--- src/rtl/pcs_mgmt_pkg.sv ---
package pcs_mgmt_pkg;
    localparam int DATA_W  = 16;
    localparam int TIMER_W = 21;

    localparam logic [7:0] A_CTRL    = 8'h00;
    localparam logic [7:0] A_STAT    = 8'h01;
    localparam logic [7:0] A_ID_HI   = 8'h02;
    localparam logic [7:0] A_ID_LO   = 8'h03;
    localparam logic [7:0] A_ADV     = 8'h04;
    localparam logic [7:0] A_PARTNER = 8'h05;
    localparam logic [7:0] A_EXPAN   = 8'h06;
    localparam logic [7:0] A_SCRATCH = 8'h10;
    localparam logic [7:0] A_REV     = 8'h11;
    localparam logic [7:0] A_TMR_LO  = 8'h12;
    localparam logic [7:0] A_TMR_HI  = 8'h13;
    localparam logic [7:0] A_IFMODE  = 8'h14;

    localparam logic [15:0] ADV_MASK  = 16'h31A0;
    localparam logic [15:0] ADV_RESET = 16'h01A0;
    localparam logic [15:0] TMR_LO_RESET = 16'h8A00;
    localparam logic [4:0]  TMR_HI_RESET = 5'h09;

    localparam int BIT_SRST   = 15;
    localparam int BIT_AN_EN  = 12;
    localparam int BIT_AN_RST = 9;

    typedef enum logic {CMD_IDLE, CMD_PEND} cmd_state_t;
    typedef enum logic {PG_EMPTY, PG_FULL} page_state_t;
endpackage

--- src/rtl/pcs_cmd_bit.sv ---
module pcs_cmd_bit
    import pcs_mgmt_pkg::*;
(
    input  logic clk,
    input  logic rst_n,
    input  logic set_i,
    input  logic ack_i,
    output logic pending_o,
    output logic req_o
);
    cmd_state_t state_q, state_d;
    logic       req_q;

    always_ff @(posedge clk) begin
        if (!rst_n) state_q <= CMD_IDLE;
        else        state_q <= state_d;
    end

    always_comb begin
        state_d = state_q;
        unique case (state_q)
            CMD_IDLE: if (set_i) state_d = CMD_PEND;
            CMD_PEND: if (ack_i) state_d = CMD_IDLE;
        endcase
    end

    always_ff @(posedge clk) begin
        if (!rst_n) req_q <= 1'b0;
        else        req_q <= (state_q == CMD_IDLE) && set_i;
    end

    assign pending_o = (state_q == CMD_PEND);
    assign req_o     = req_q;

    // a request never lasts two cycles
    p_single_pulse_r4: assert property (@(posedge clk) disable iff (!rst_n)
        req_o |=> !req_o);
    // entering the pending state is announced by a request
    p_req_on_pend_r2: assert property (@(posedge clk) disable iff (!rst_n)
        $rose(pending_o) |-> req_o);
    // pending is released only by an acknowledge
    p_hold_until_ack_r3: assert property (@(posedge clk) disable iff (!rst_n)
        (pending_o && !ack_i) |=> pending_o);
endmodule

--- src/rtl/pcs_page_flag.sv ---
module pcs_page_flag
    import pcs_mgmt_pkg::*;
(
    input  logic clk,
    input  logic rst_n,
    input  logic set_i,
    input  logic clr_i,
    output logic flag_o
);
    page_state_t state_q, state_d;

    always_ff @(posedge clk) begin
        if (!rst_n) state_q <= PG_EMPTY;
        else        state_q <= state_d;
    end

    always_comb begin
        state_d = state_q;
        unique case (state_q)
            PG_EMPTY: if (set_i) state_d = PG_FULL;
            PG_FULL:  if (clr_i && !set_i) state_d = PG_EMPTY;
        endcase
    end

    assign flag_o = (state_q == PG_FULL);

    // a new page always leaves the flag set, even against a clearing read
    p_set_wins_r7: assert property (@(posedge clk) disable iff (!rst_n)
        set_i |=> flag_o);
    // without a read the flag never drops
    p_sticky_r7: assert property (@(posedge clk) disable iff (!rst_n)
        (flag_o && !clr_i) |=> flag_o);
endmodule

--- src/rtl/pcs_mgmt_regs.sv ---
module pcs_mgmt_regs
    import pcs_mgmt_pkg::*;
#(
    parameter int          ADDR_W = 5,
    parameter logic [31:0] PHY_ID = 32'h0000_0000,
    parameter logic [15:0] REV    = 16'h0001
) (
    input  logic               clk,
    input  logic               rst_n,
    input  logic [ADDR_W-1:0]  bus_addr,
    input  logic               bus_wr,
    input  logic [15:0]        bus_wdata,
    input  logic               bus_rd,
    output logic [15:0]        bus_rdata,
    output logic               bus_rvalid,
    output logic               soft_reset_req,
    input  logic               reset_done,
    output logic               an_restart_req,
    input  logic               an_restart_ack,
    input  logic               an_complete,
    input  logic               link_up,
    input  logic [15:0]        partner_ability,
    input  logic               partner_page_valid,
    input  logic               partner_an_able,
    output logic               an_enable,
    output logic [15:0]        adv_ability,
    output logic [20:0]        link_timer,
    output logic               sgmii_en,
    output logic               sgmii_use_an,
    output logic [1:0]         sgmii_speed
);
    localparam int AW8 = (ADDR_W < 8) ? ADDR_W : 8;

    logic [7:0] addr8;
    assign addr8 = 8'(bus_addr[AW8-1:0]) | ((ADDR_W > 8) && (|(bus_addr >> AW8)) ? 8'hFF : 8'h00);

    function automatic logic hit(input logic [7:0] a, input logic [7:0] target);
        return a == target;
    endfunction

    logic wr_ctrl, wr_adv, wr_scr, wr_tlo, wr_thi, wr_ifm;
    assign wr_ctrl = bus_wr && hit(addr8, A_CTRL);
    assign wr_adv  = bus_wr && hit(addr8, A_ADV);
    assign wr_scr  = bus_wr && hit(addr8, A_SCRATCH);
    assign wr_tlo  = bus_wr && hit(addr8, A_TMR_LO);
    assign wr_thi  = bus_wr && hit(addr8, A_TMR_HI);
    assign wr_ifm  = bus_wr && hit(addr8, A_IFMODE);

    logic        srst_pend, anr_pend, page_flag;
    logic        an_en_q;
    logic [15:0] adv_q, partner_q, scratch_q, tmr_lo_q;
    logic [4:0]  tmr_hi_q;
    logic [3:0]  ifm_q;

    pcs_cmd_bit u_srst (
        .clk(clk), .rst_n(rst_n),
        .set_i(wr_ctrl && bus_wdata[BIT_SRST]),
        .ack_i(reset_done),
        .pending_o(srst_pend), .req_o(soft_reset_req)
    );

    pcs_cmd_bit u_anrst (
        .clk(clk), .rst_n(rst_n),
        .set_i(wr_ctrl && bus_wdata[BIT_AN_RST]),
        .ack_i(an_restart_ack),
        .pending_o(anr_pend), .req_o(an_restart_req)
    );

    pcs_page_flag u_page (
        .clk(clk), .rst_n(rst_n),
        .set_i(partner_page_valid),
        .clr_i(bus_rd && hit(addr8, A_EXPAN)),
        .flag_o(page_flag)
    );

    always_ff @(posedge clk) begin
        if (!rst_n) begin
            an_en_q   <= 1'b0;
            adv_q     <= ADV_RESET;
            partner_q <= '0;
            scratch_q <= '0;
            tmr_lo_q  <= TMR_LO_RESET;
            tmr_hi_q  <= TMR_HI_RESET;
            ifm_q     <= '0;
        end else begin
            if (wr_ctrl) an_en_q   <= bus_wdata[BIT_AN_EN];
            if (wr_adv)  adv_q     <= bus_wdata & ADV_MASK;
            if (wr_scr)  scratch_q <= bus_wdata;
            if (wr_tlo)  tmr_lo_q  <= bus_wdata;
            if (wr_thi)  tmr_hi_q  <= bus_wdata[4:0];
            if (wr_ifm)  ifm_q     <= bus_wdata[3:0];
            if (partner_page_valid) partner_q <= partner_ability;
        end
    end

    logic [15:0] rd_mux;
    always_comb begin
        rd_mux = '0;
        unique case (addr8)
            A_CTRL:    begin
                           rd_mux[BIT_SRST]   = srst_pend;
                           rd_mux[BIT_AN_EN]  = an_en_q;
                           rd_mux[BIT_AN_RST] = anr_pend;
                       end
            A_STAT:    begin
                           rd_mux[5] = an_complete;
                           rd_mux[3] = 1'b1;
                           rd_mux[2] = link_up;
                       end
            A_ID_HI:   rd_mux = PHY_ID[31:16];
            A_ID_LO:   rd_mux = PHY_ID[15:0];
            A_ADV:     rd_mux = adv_q;
            A_PARTNER: rd_mux = partner_q;
            A_EXPAN:   rd_mux = {14'd0, page_flag, partner_an_able};
            A_SCRATCH: rd_mux = scratch_q;
            A_REV:     rd_mux = REV;
            A_TMR_LO:  rd_mux = tmr_lo_q;
            A_TMR_HI:  rd_mux = {11'd0, tmr_hi_q};
            A_IFMODE:  rd_mux = {12'd0, ifm_q};
            default:   rd_mux = '0;
        endcase
    end

    logic [15:0] rdata_q;
    logic        rvalid_q;
    always_ff @(posedge clk) begin
        if (!rst_n) begin
            rdata_q  <= '0;
            rvalid_q <= 1'b0;
        end else begin
            rvalid_q <= bus_rd;
            if (bus_rd) rdata_q <= rd_mux;
        end
    end

    assign bus_rdata    = rdata_q;
    assign bus_rvalid   = rvalid_q;
    assign an_enable    = an_en_q;
    assign adv_ability  = adv_q;
    assign link_timer   = {tmr_hi_q, tmr_lo_q};
    assign sgmii_en     = ifm_q[0];
    assign sgmii_use_an = ifm_q[1];
    assign sgmii_speed  = ifm_q[3:2];

    // read valid follows the read strobe by exactly one cycle
    p_rvalid_r10: assert property (@(posedge clk) disable iff (!rst_n)
        bus_rd |=> bus_rvalid);
    p_no_spurious_rvalid_r10: assert property (@(posedge clk) disable iff (!rst_n)
        !bus_rd |=> !bus_rvalid);
    // status always reports the ability bit
    p_ability_bit_r5: assert property (@(posedge clk) disable iff (!rst_n)
        (bus_rd && addr8 == A_STAT) |=> bus_rdata[3]);
    // next page locations read zero
    p_next_page_zero_r10: assert property (@(posedge clk) disable iff (!rst_n)
        (bus_rd && (addr8 == 8'h07 || addr8 == 8'h08)) |=> (bus_rdata == 16'h0));
    // reserved ability bits never appear
    p_adv_reserved_r6: assert property (@(posedge clk) disable iff (!rst_n)
        (adv_ability & ~ADV_MASK) == 16'h0);
endmodule

--- config.mk ---
export PLATFORM = sky130hd
export DESIGN_NAME = pcs_mgmt_regs
export DESIGN_NICKNAME = d
export VERILOG_FILES = /design/src/rtl/pcs_mgmt_pkg.sv /design/src/rtl/pcs_cmd_bit.sv /design/src/rtl/pcs_page_flag.sv /design/src/rtl/pcs_mgmt_regs.sv
export SDC_FILE = /design/constraint.sdc
export NUM_CORES = 1
export LEC_CHECK = 0
export BUFFER_PORTS_ARGS = -buffer_cell sky130_fd_sc_hd__buf_2
export CORE_AREA = 2 2 103 105
export CTS_BUF_LIST = sky130_fd_sc_hd__clkbuf_4 sky130_fd_sc_hd__clkbuf_8
export DETAILED_ROUTE_END_ITERATION = 7
export DIE_AREA = 0 0 105 107
export GPL_ROUTABILITY_DRIVEN = 1
export RECOVER_POWER = 100
export REMOVE_ABC_BUFFERS = 1
export SYNTH_ARGS = -nofsm -noshare
export SYNTH_HDL_FRONTEND = slang
export SYNTH_SLANG_ARGS = --single-unit
--- constraint.sdc ---
create_clock -name clk -period 2.2 [get_ports clk]
set_input_delay 0.55 -clock clk [delete_from_list [all_inputs] [get_ports clk]]
set_output_delay 0.55 -clock clk [all_outputs]
set_load 0.05 [all_outputs]
# Word-level counts from Yosys, hierarchy flattened
# Index checks and enable logic that the tools add are counted.
# classes
n_reduce_logical	14
muxes	19
eq_ne	9
bitwise_logic	3
# op_table
cell	n
equality test 5 bit, second input constant	5
equality test 5 x 3 -> 1 bit, second input constant	3
one-hot mux 2 bit (7 select lines)	1
logical AND 1 bit	12
one-hot mux 1 bit (4 select lines)	3
one-hot mux 2 bit (6 select lines)	1
one-hot mux 3 bit (4 select lines)	1
one-hot mux 1 bit (5 select lines)	2
logical NOT 8 bit	1
one-hot mux 2 bit (4 select lines)	1
two-way mux 1 bit	6
one-hot mux 1 bit (2 select lines)	3
one-hot mux 2 bit (3 select lines)	1
equality test 5 x 1 -> 1 bit, second input constant	1
inverter 1 bit	3
logical NOT 1 bit	1
# word_totals
wordCells	59
in_bits	47
out_inout_bits	61
reg_bits	85

# Logic depth before layout (Yosys ltp)
# Gate-level depths: netlist (run 1).
# logic_depth
ltp_word	5
depth_mapped	7
ltp_nobuf	4

# Modules after synthesis
# A second synthesis (run 1) with hierarchy kept.
# unflattened
cells_unflattened	450
area_unflattened_um2	3881.2
# modules_own_cells
mod	cells_per_inst	seq_area_each_um2	area_each_um2	n_inst
pcs_mgmt_regs	433	1601.5	3699.8	1
pcs_cmd_bit	7	40.0	70.1	2
pcs_page_flag	3	20.0	41.3	1

# Worst setup path before layout (run 1)
# No wires, ideal clock.
# synth_timing
kind	input -> register
start	input bus_addr[3]
end	register an_en_q (netlist: an_enable)
stages	5
path_buffers	1
slack_ns	0.409
required_time_ns	2.083
setup_time_ns	0.117
arrival_ns	1.674
path_cell_list	buf_6 -> or4_4 -> nor3b_4 -> mux2i_1 -> nor2b_1
# synth_between
elab_chain_cells	2
# synth_rtl
element	line	rtl
from (decl)	pcs_mgmt_regs.sv:10	input logic [ADDR_W-1:0] bus_addr,
logical NOT 8 bit	pcs_mgmt_regs.sv:38	return a == target;
logical AND 1 bit	pcs_mgmt_regs.sv:42	assign wr_ctrl = bus_wr && hit(addr8, A_CTRL);
to (signal assigned)	pcs_mgmt_regs.sv:86	if (wr_ctrl) an_en_q <= bus_wdata[BIT_AN_EN];
to (decl)	pcs_mgmt_regs.sv:50	logic an_en_q;
# No other way between the ends.
# A chain may end at the register's enable or synchronous reset.

# Worst setup path after layout (run 1)
# layout_timing
start	input bus_addr[1]
end	register an_en_q (netlist: an_enable)
# The elaborated chain is that of the path after synthesis.

==> run_results.csv, run 1 <==
group,metric,value,unit
outcome,outcome,"completed",
placed_design,dp_hpwl,8280,µm
timing,fin_skew,0.00990,ns
timing,grt_setup_unrepaired,"no",
pwr,total_leakage_power,1.76,nW
placed_design,gp_congestion,0.870,
cells_and_area,area_delta_synth_final,19.3,%
floorplanning,die_x,105,µm
yosys,yosysUniqueCellTypes,50,
floorplanning,dieArea,11200,µm²
yosys,ys_ff_latch,85,
cts,path_clk_slew,0.09,ns
yosys,yosysSeqAreaShare,0.431,
cells_and_area,drive_above_1_share,0.156,
pwr,powerDensity,658,nW/µm²
timing,max_freq,0.519,GHz
setup_path,worstPathRequired,2.47,ns
flow_run,maxCapViolCount,0,
global_routing,grt_pass1_wl,17800,µm
cts,clock_sinks,85,
yosys,synthMostInstantiatedCell,"dfxtp_1",
setup_path,endpoint_kind,"flip-flop",
floorplanning,core,10100,µm²
cells_and_area,fin_nets,588,
timing,report.final.slew_viol_count,0,
pwr,peakVddDrop,0.000291,V
cts,cts_tree,"built",
setup_path,cp_max_fo,13,
routing,dr.pass1.iters,7,
worst_hold_path,hp-start,"bus_wdata[11]",
setup_path,criticalPathCategory,"in -> reg",
cts,cts_setup_buffers,0,
yosys,synth_ff_type,"dfxtp_1",
global_routing,antenna_found_initial,0,
yosys,ys_top_cells_by_count,"85 x dfxtp_1, 83 x nand2_1, 38 x nor2b_1",
cells_and_area,instances_no_fill,682,
routing,final_antenna_net_count,0,
placed_design,port_buffers,96,
routing,wirelength,11400,µm
global_routing,grt_usage,0.206,
cts,clock_path_buffers,2,
placed_design,dp.cells,666,
floorplanning,ios,108,
worst_hold_path,hold_path_class,"in -> reg",
cts,cts_resized,0,
floorplanning,num_rows,37,
yosys,synth-async-reset-ratio,0,
yosys,synth_top_area_cell,"dfxtp_1",
timing,maxSlewHeadroom,0.0939,
setup_path,startpoint,"bus_addr[1]",
global_routing,grt_pass1_vias,3335,
yosys,synth_cells,446,
timing,hold_viol_final,0,
cts,cts_hold_buf,0,
global_routing,grt_max_degree,83,
cells_and_area,antennaDiodeCount,0,
timing,finalSetupViolations,0,
routing,wl_per_cell,16.7,µm
cts,clk_latency,0.37,ns
yosys,synth_area_leaders,"dfxtp_1 43%, nand2_1 7.9%, mux2i_1 7.4%",
yosys,yosysTopAreaCellShare,0.431,
floorplanning,die_h,107,µm
yosys,netlist_area,3950,µm²
cts,htree_num_levels,3,
routing,dr.first_iter.drc_count,214,
yosys,ys_warn_count,0,
setup_path,startpoint_type,"primary input",
timing,fin_crit,1.93,ns
timing,finalCritPeriodShare,0.876,
routing,via_per_inst,5.18,
cells_and_area,n_fill_cell,1053,
floorplanning,initial_core_util,0.391,
pwr,power,3.10,mW
setup_path,crit_arrival,2.20,ns
cts,ctsRootBufferMaster,"clkbuf_8",
yosys,synth_edf_count,0,
routing,vias,3535,
global_routing,grt_overflow_total,0,
routing,drc_errors,0,
cts,cts_made_buffers,9,
timing,worst_pin_slew,1.36,ns
cells_and_area,postLayoutCoreUtil,0.467,
yosys,avgSynthCellArea,8.85,µm²
setup_path,reg2reg_from,"adv_ability[8]",
[worst max-delay path, cell delays in order]
cell     delay [ns]
buf_2          0.19
or4_1          0.61
nor3b_1        0.54
mux2i_1        0.25
nor2b_1        0.06
[placed cells by master, fill, tap and decap left out, types with 3 or more instances in the layout]
master,synthesis,layout
mux2i_1,29,29
o2bb2ai_1,4,4
a31oi_1,4,4
conb_1,1,11
buf_4,12,15
and2_0,0,4
nor2_1,4,4
mux2_2,3,3
a21boi_0,7,29
a21boi_1,25,3
nand3_1,14,14
o21ai_1,5,4
clkbuf_1,19,58
buf_2,15,44
a222oi_1,3,3
a22oi_1,6,6
nand2_1,83,83
dfxtp_1,85,85
nand4_1,4,4
buf_12,0,3
o21ai_0,12,13
and3_1,13,13
clkbuf_8,0,9
a221oi_1,3,3
nand2b_1,4,4
a41oi_1,3,3
a21oi_1,11,11
nor2b_1,38,38
[final cells by class]
| cell class | instances | area, µm² | area share |
|---|---|---|---|
| Clock inverter | 6 | 71.3 | 0.0151 |
| Clock buffer | 10 | 131 | 0.0279 |
| Sequential cell | 85 | 1700 | 0.361 |
| Inverter | 2 | 7.51 | 0.00159 |
| Multi-Input combinational cell | 322 | 2010 | 0.427 |
| Timing Repair Buffer | 121 | 616 | 0.131 |
| Tap cell | 136 | 170 | 0.0361 |
[path summary, 6_finish.rpt]
check                  to  slack [ns]  cells past startpoint
min reg2reg  scratch_q[7]        0.46                      2
max reg2reg  bus_rdata[8]        1.04                      3
min          tmr_lo_q[11]        0.43                      3
max             an_enable        0.27                      5
[cell families (layout without fill, tap and decap cells)]
| kind of cell | count (synthesis) | in the layout | synth area share |
|---|---|---|---|
| compound gates | 96 | 96 | 0.172 |
| xor+xnor | 1 | 1 | 0.00222 |
| buf+inv | 49 | 139 | 0.0647 |
| flops | 85 | 85 | 0.431 |
| mux | 32 | 32 | 0.0821 |
| other cells | 1 | 11 | 0.000950 |
| simple gates | 182 | 182 | 0.247 |
[power breakdown]
group / internal [mW] / switching [mW]
registers: 1.57 / 0.0216
logic: 0.123 / 0.226
clock network: 0.545 / 0.616
total: 2.24 / 0.864
[registers in the layout, indices dropped and copies added (netlist names), 4 cells and up]
register and flops:
partner_q 16, ifm_q 4, scratch_q 16, tmr_hi_q 5
bus_rdata 16, tmr_lo_q 16, adv_ability 5
[stage by stage]
stage               worst slack (ns)    TNS, ns  cell area, µm²  hold slack (ns)
floorplan                      0.477          0            3740            0.429
global route                   0.160          0            4710            0.420
CTS                            0.391          0            4820            0.408
finish                         0.273          0            4710            0.426
detailed placement         -0.000170  -0.000170            4610            0.443
global placement              0.0915          0            4610            0.442
[per-layer routing]
metal | global-route usage | up-vias | part of all wire
li1 | - | 1732 | -
met1 | 0.282 | 1670 | 0.47
met2 | 0.322 | 115 | 0.46
met3 | 0.0432 | 18 | 0.057
met4 | 0.0733 | 0 | 0.015
met5 | 0 | - | 0
Note: power is estimated with default switching activity, not from simulation.
==> inputs of run 2 (changes only) <==
SETUP_SLACK_MARGIN = 0.5   (was default)
==> run_results.csv, run 2 (synthesis gave the netlist of run 1 again) <==
group,metric,value,unit
timing,max_freq,0.545,GHz
outcome,outcome,"completed",
setup_path,crit_arrival,2.15,ns
cts,clock_sinks,85,
cts,path_clk_slew,0.10,ns
pwr,p_sw,867,µW
timing,maxSlewHeadroom,0.0934,
setup_path,endpoint_kind,"flip-flop",
pwr,peakVddDrop,0.000293,V
routing,dr.pass1.iters,5,
setup_path,cp.depth,7,
timing,worst_pin_slew,1.36,ns
routing,met3_length,712,µm
setup_path,critical_path.cell_chain,"buf_2 > buf_12 > nor4b_4 > and3_1 > clkbuf_1 > nand2_1 > a21boi_0",
worst_hold_path,hp-start,"partner_ability[4]",
cts,cts_tree,"built",
cells_and_area,fin_nets,589,
cts,cts_hold_buf,0,
setup_path,slowest_delay,0.42,ns
timing,grt_setup_unrepaired,"no",
timing,hold_viol_final,0,
global_routing,antenna_found_initial,0,
pwr,pwr-share-comb,0.114,
timing,fin_crit,1.83,ns
routing,dr.first_iter.drc_count,183,
routing,top_layer,"met4",
setup_path,crit_buf_inv,3,
timing,layout_setup_ws,0.365,ns
timing,report.final.slew_viol_count,0,
setup_path,reg2reg_from,"adv_ability[8]",
cts,clk_latency,0.38,ns
floorplanning,die_x,105,µm
cells_and_area,antennaDiodeCount,0,
setup_path,slowest_stage,"clkbuf_1",
floorplanning,initial_core_util,0.391,
setup_path,cpLargestDelayFamily,"buffers and inverters",
pwr,total_leakage_power,1.78,nW
floorplanning,num_rows,37,
cts,cts_made_buffers,9,
pwr,pwr-share-seq,0.512,
cells_and_area,area_delta_synth_final,20.3,%
routing,drc_errors,0,
setup_path,r2r_cells,3,
pwr,switching_share,0.279,
placed_design,post-place-ws,-0.000170,ns
global_routing,grt_usage,0.207,
setup_path,cp_max_fo,17,
routing,vias,3551,
pwr,power.internal,2.24,mW
pwr,p_clk_frac,0.374,
routing,met2WireLength,5240,µm
routing,wirelength,11400,µm
cells_and_area,postLayoutCoreUtil,0.471,
cells_and_area,layout_common_cells,"85 x dfxtp_1, 83 x nand2_1, 57 x clkbuf_1",
timing,fin_skew,0.0119,ns
routing,via_per_inst,5.20,
global_routing,grt_pass1_vias,3339,
floorplanning,ios,108,
floorplanning,die_h,107,µm
timing,finalSetupViolations,0,
cells_and_area,instances_no_fill,683,
setup_path,criticalPathCategory,"in -> reg",
global_routing,grt_max_degree,83,
cells_and_area,drive_above_1_share,0.163,
routing,drt-met1-wl,5220,µm
routing,final_antenna_net_count,0,
worst_hold_path,hold_path_class,"in -> reg",
cts,htree_num_levels,3,
global_routing,grt_pass1_wl,17900,µm
cts,ctsRootBufferMaster,"clkbuf_8",
placed_design,dp.cells,666,
routing,wl_per_cell,16.7,µm
setup_path,startpoint,"bus_addr[4]",
setup_path,worstPathRequired,2.51,ns
floorplanning,core,10100,µm²
cells_and_area,final_common_cell,"dfxtp_1",
flow_run,maxCapViolCount,0,
setup_path,startpoint_type,"primary input",
placed_design,dp_hpwl,8280,µm
cts,clock_path_buffers,2,
timing,finalCritPeriodShare,0.834,
floorplanning,dieArea,11200,µm²
global_routing,grt_overflow_total,0,
placed_design,gp_congestion,0.870,
placed_design,port_buffers,96,
pwr,powerDensity,654,nW/µm²
worst_hold_path,holdPathStages,3,
run 2: changes by cell type in the layout (fill, tap and decap cells not counted), sizes merged:
| cell | before | now |
|---|---|---|
| clkbuf | 69 | 68 |
| buf | 62 | 64 |
run 2: worst reg2reg max path, cell delays in order, from the launching register on:
cell and delay, ns:
dfxtp_1 0.35, and3_1 0.14, a2111oi_0 0.45, o21ai_1 0.09
run 2: worst paths after layout:
check,slack (ns),end
worst min register to register,0.46,scratch_q[13]
worst max-delay path,0.37,tmr_lo_q[8]
worst max register to register,1.06,bus_rdata[8]
worst min-delay path,0.42,partner_q[4]
run 2: layer usage:
| layer | global-route usage | vias up |
|---|---|---|
| met5 | 0 | - |
| met4 | 0.0733 | 0 |
| met3 | 0.0432 | 19 |
| met2 | 0.324 | 120 |
| met1 | 0.282 | 1678 |
| li1 | - | 1734 |
run 2: what timing repair did:
item / CTS / global route
endpoints found under the setup margin: 17 / 12
setup buffers: 0 / 1
resized for setup: 2 / 3
pin swaps: 0 / 2
run 2: stage by stage:
step                setup TNS (ns)  hold slack [ns]  power (mW)  instance area, µm²
finish                           0            0.423        3.11                4750
global route                     0            0.420        3.22                4750
CTS                              0            0.408        3.14                4830
detailed placement       -0.000170            0.443        1.98                4610
global placement                 0            0.442        1.98                4610
floorplan                        0            0.429        1.80                3740
run 2: power by group through the flow:
stage / logic, mW / registers (mW) / clock network (mW)
after floorplan: 0.149 / 1.66 / 0
after global placement: 0.354 / 1.63 / 0
after detailed placement: 0.358 / 1.63 / 0
after CTS: 0.361 / 1.59 / 1.18
after global routing: 0.383 / 1.59 / 1.24
final: 0.355 / 1.59 / 1.16
run 2: layout make-up:
class / count / area, µm²
clock buffers: 10 / 131
clock inverters: 6 / 71.3
fillers: 1052 / 5340
inverters: 2 / 7.51
multi-input cells: 322 / 2040
flip-flops and latches: 85 / 1700
well taps: 136 / 170
repair buffers: 122 / 632
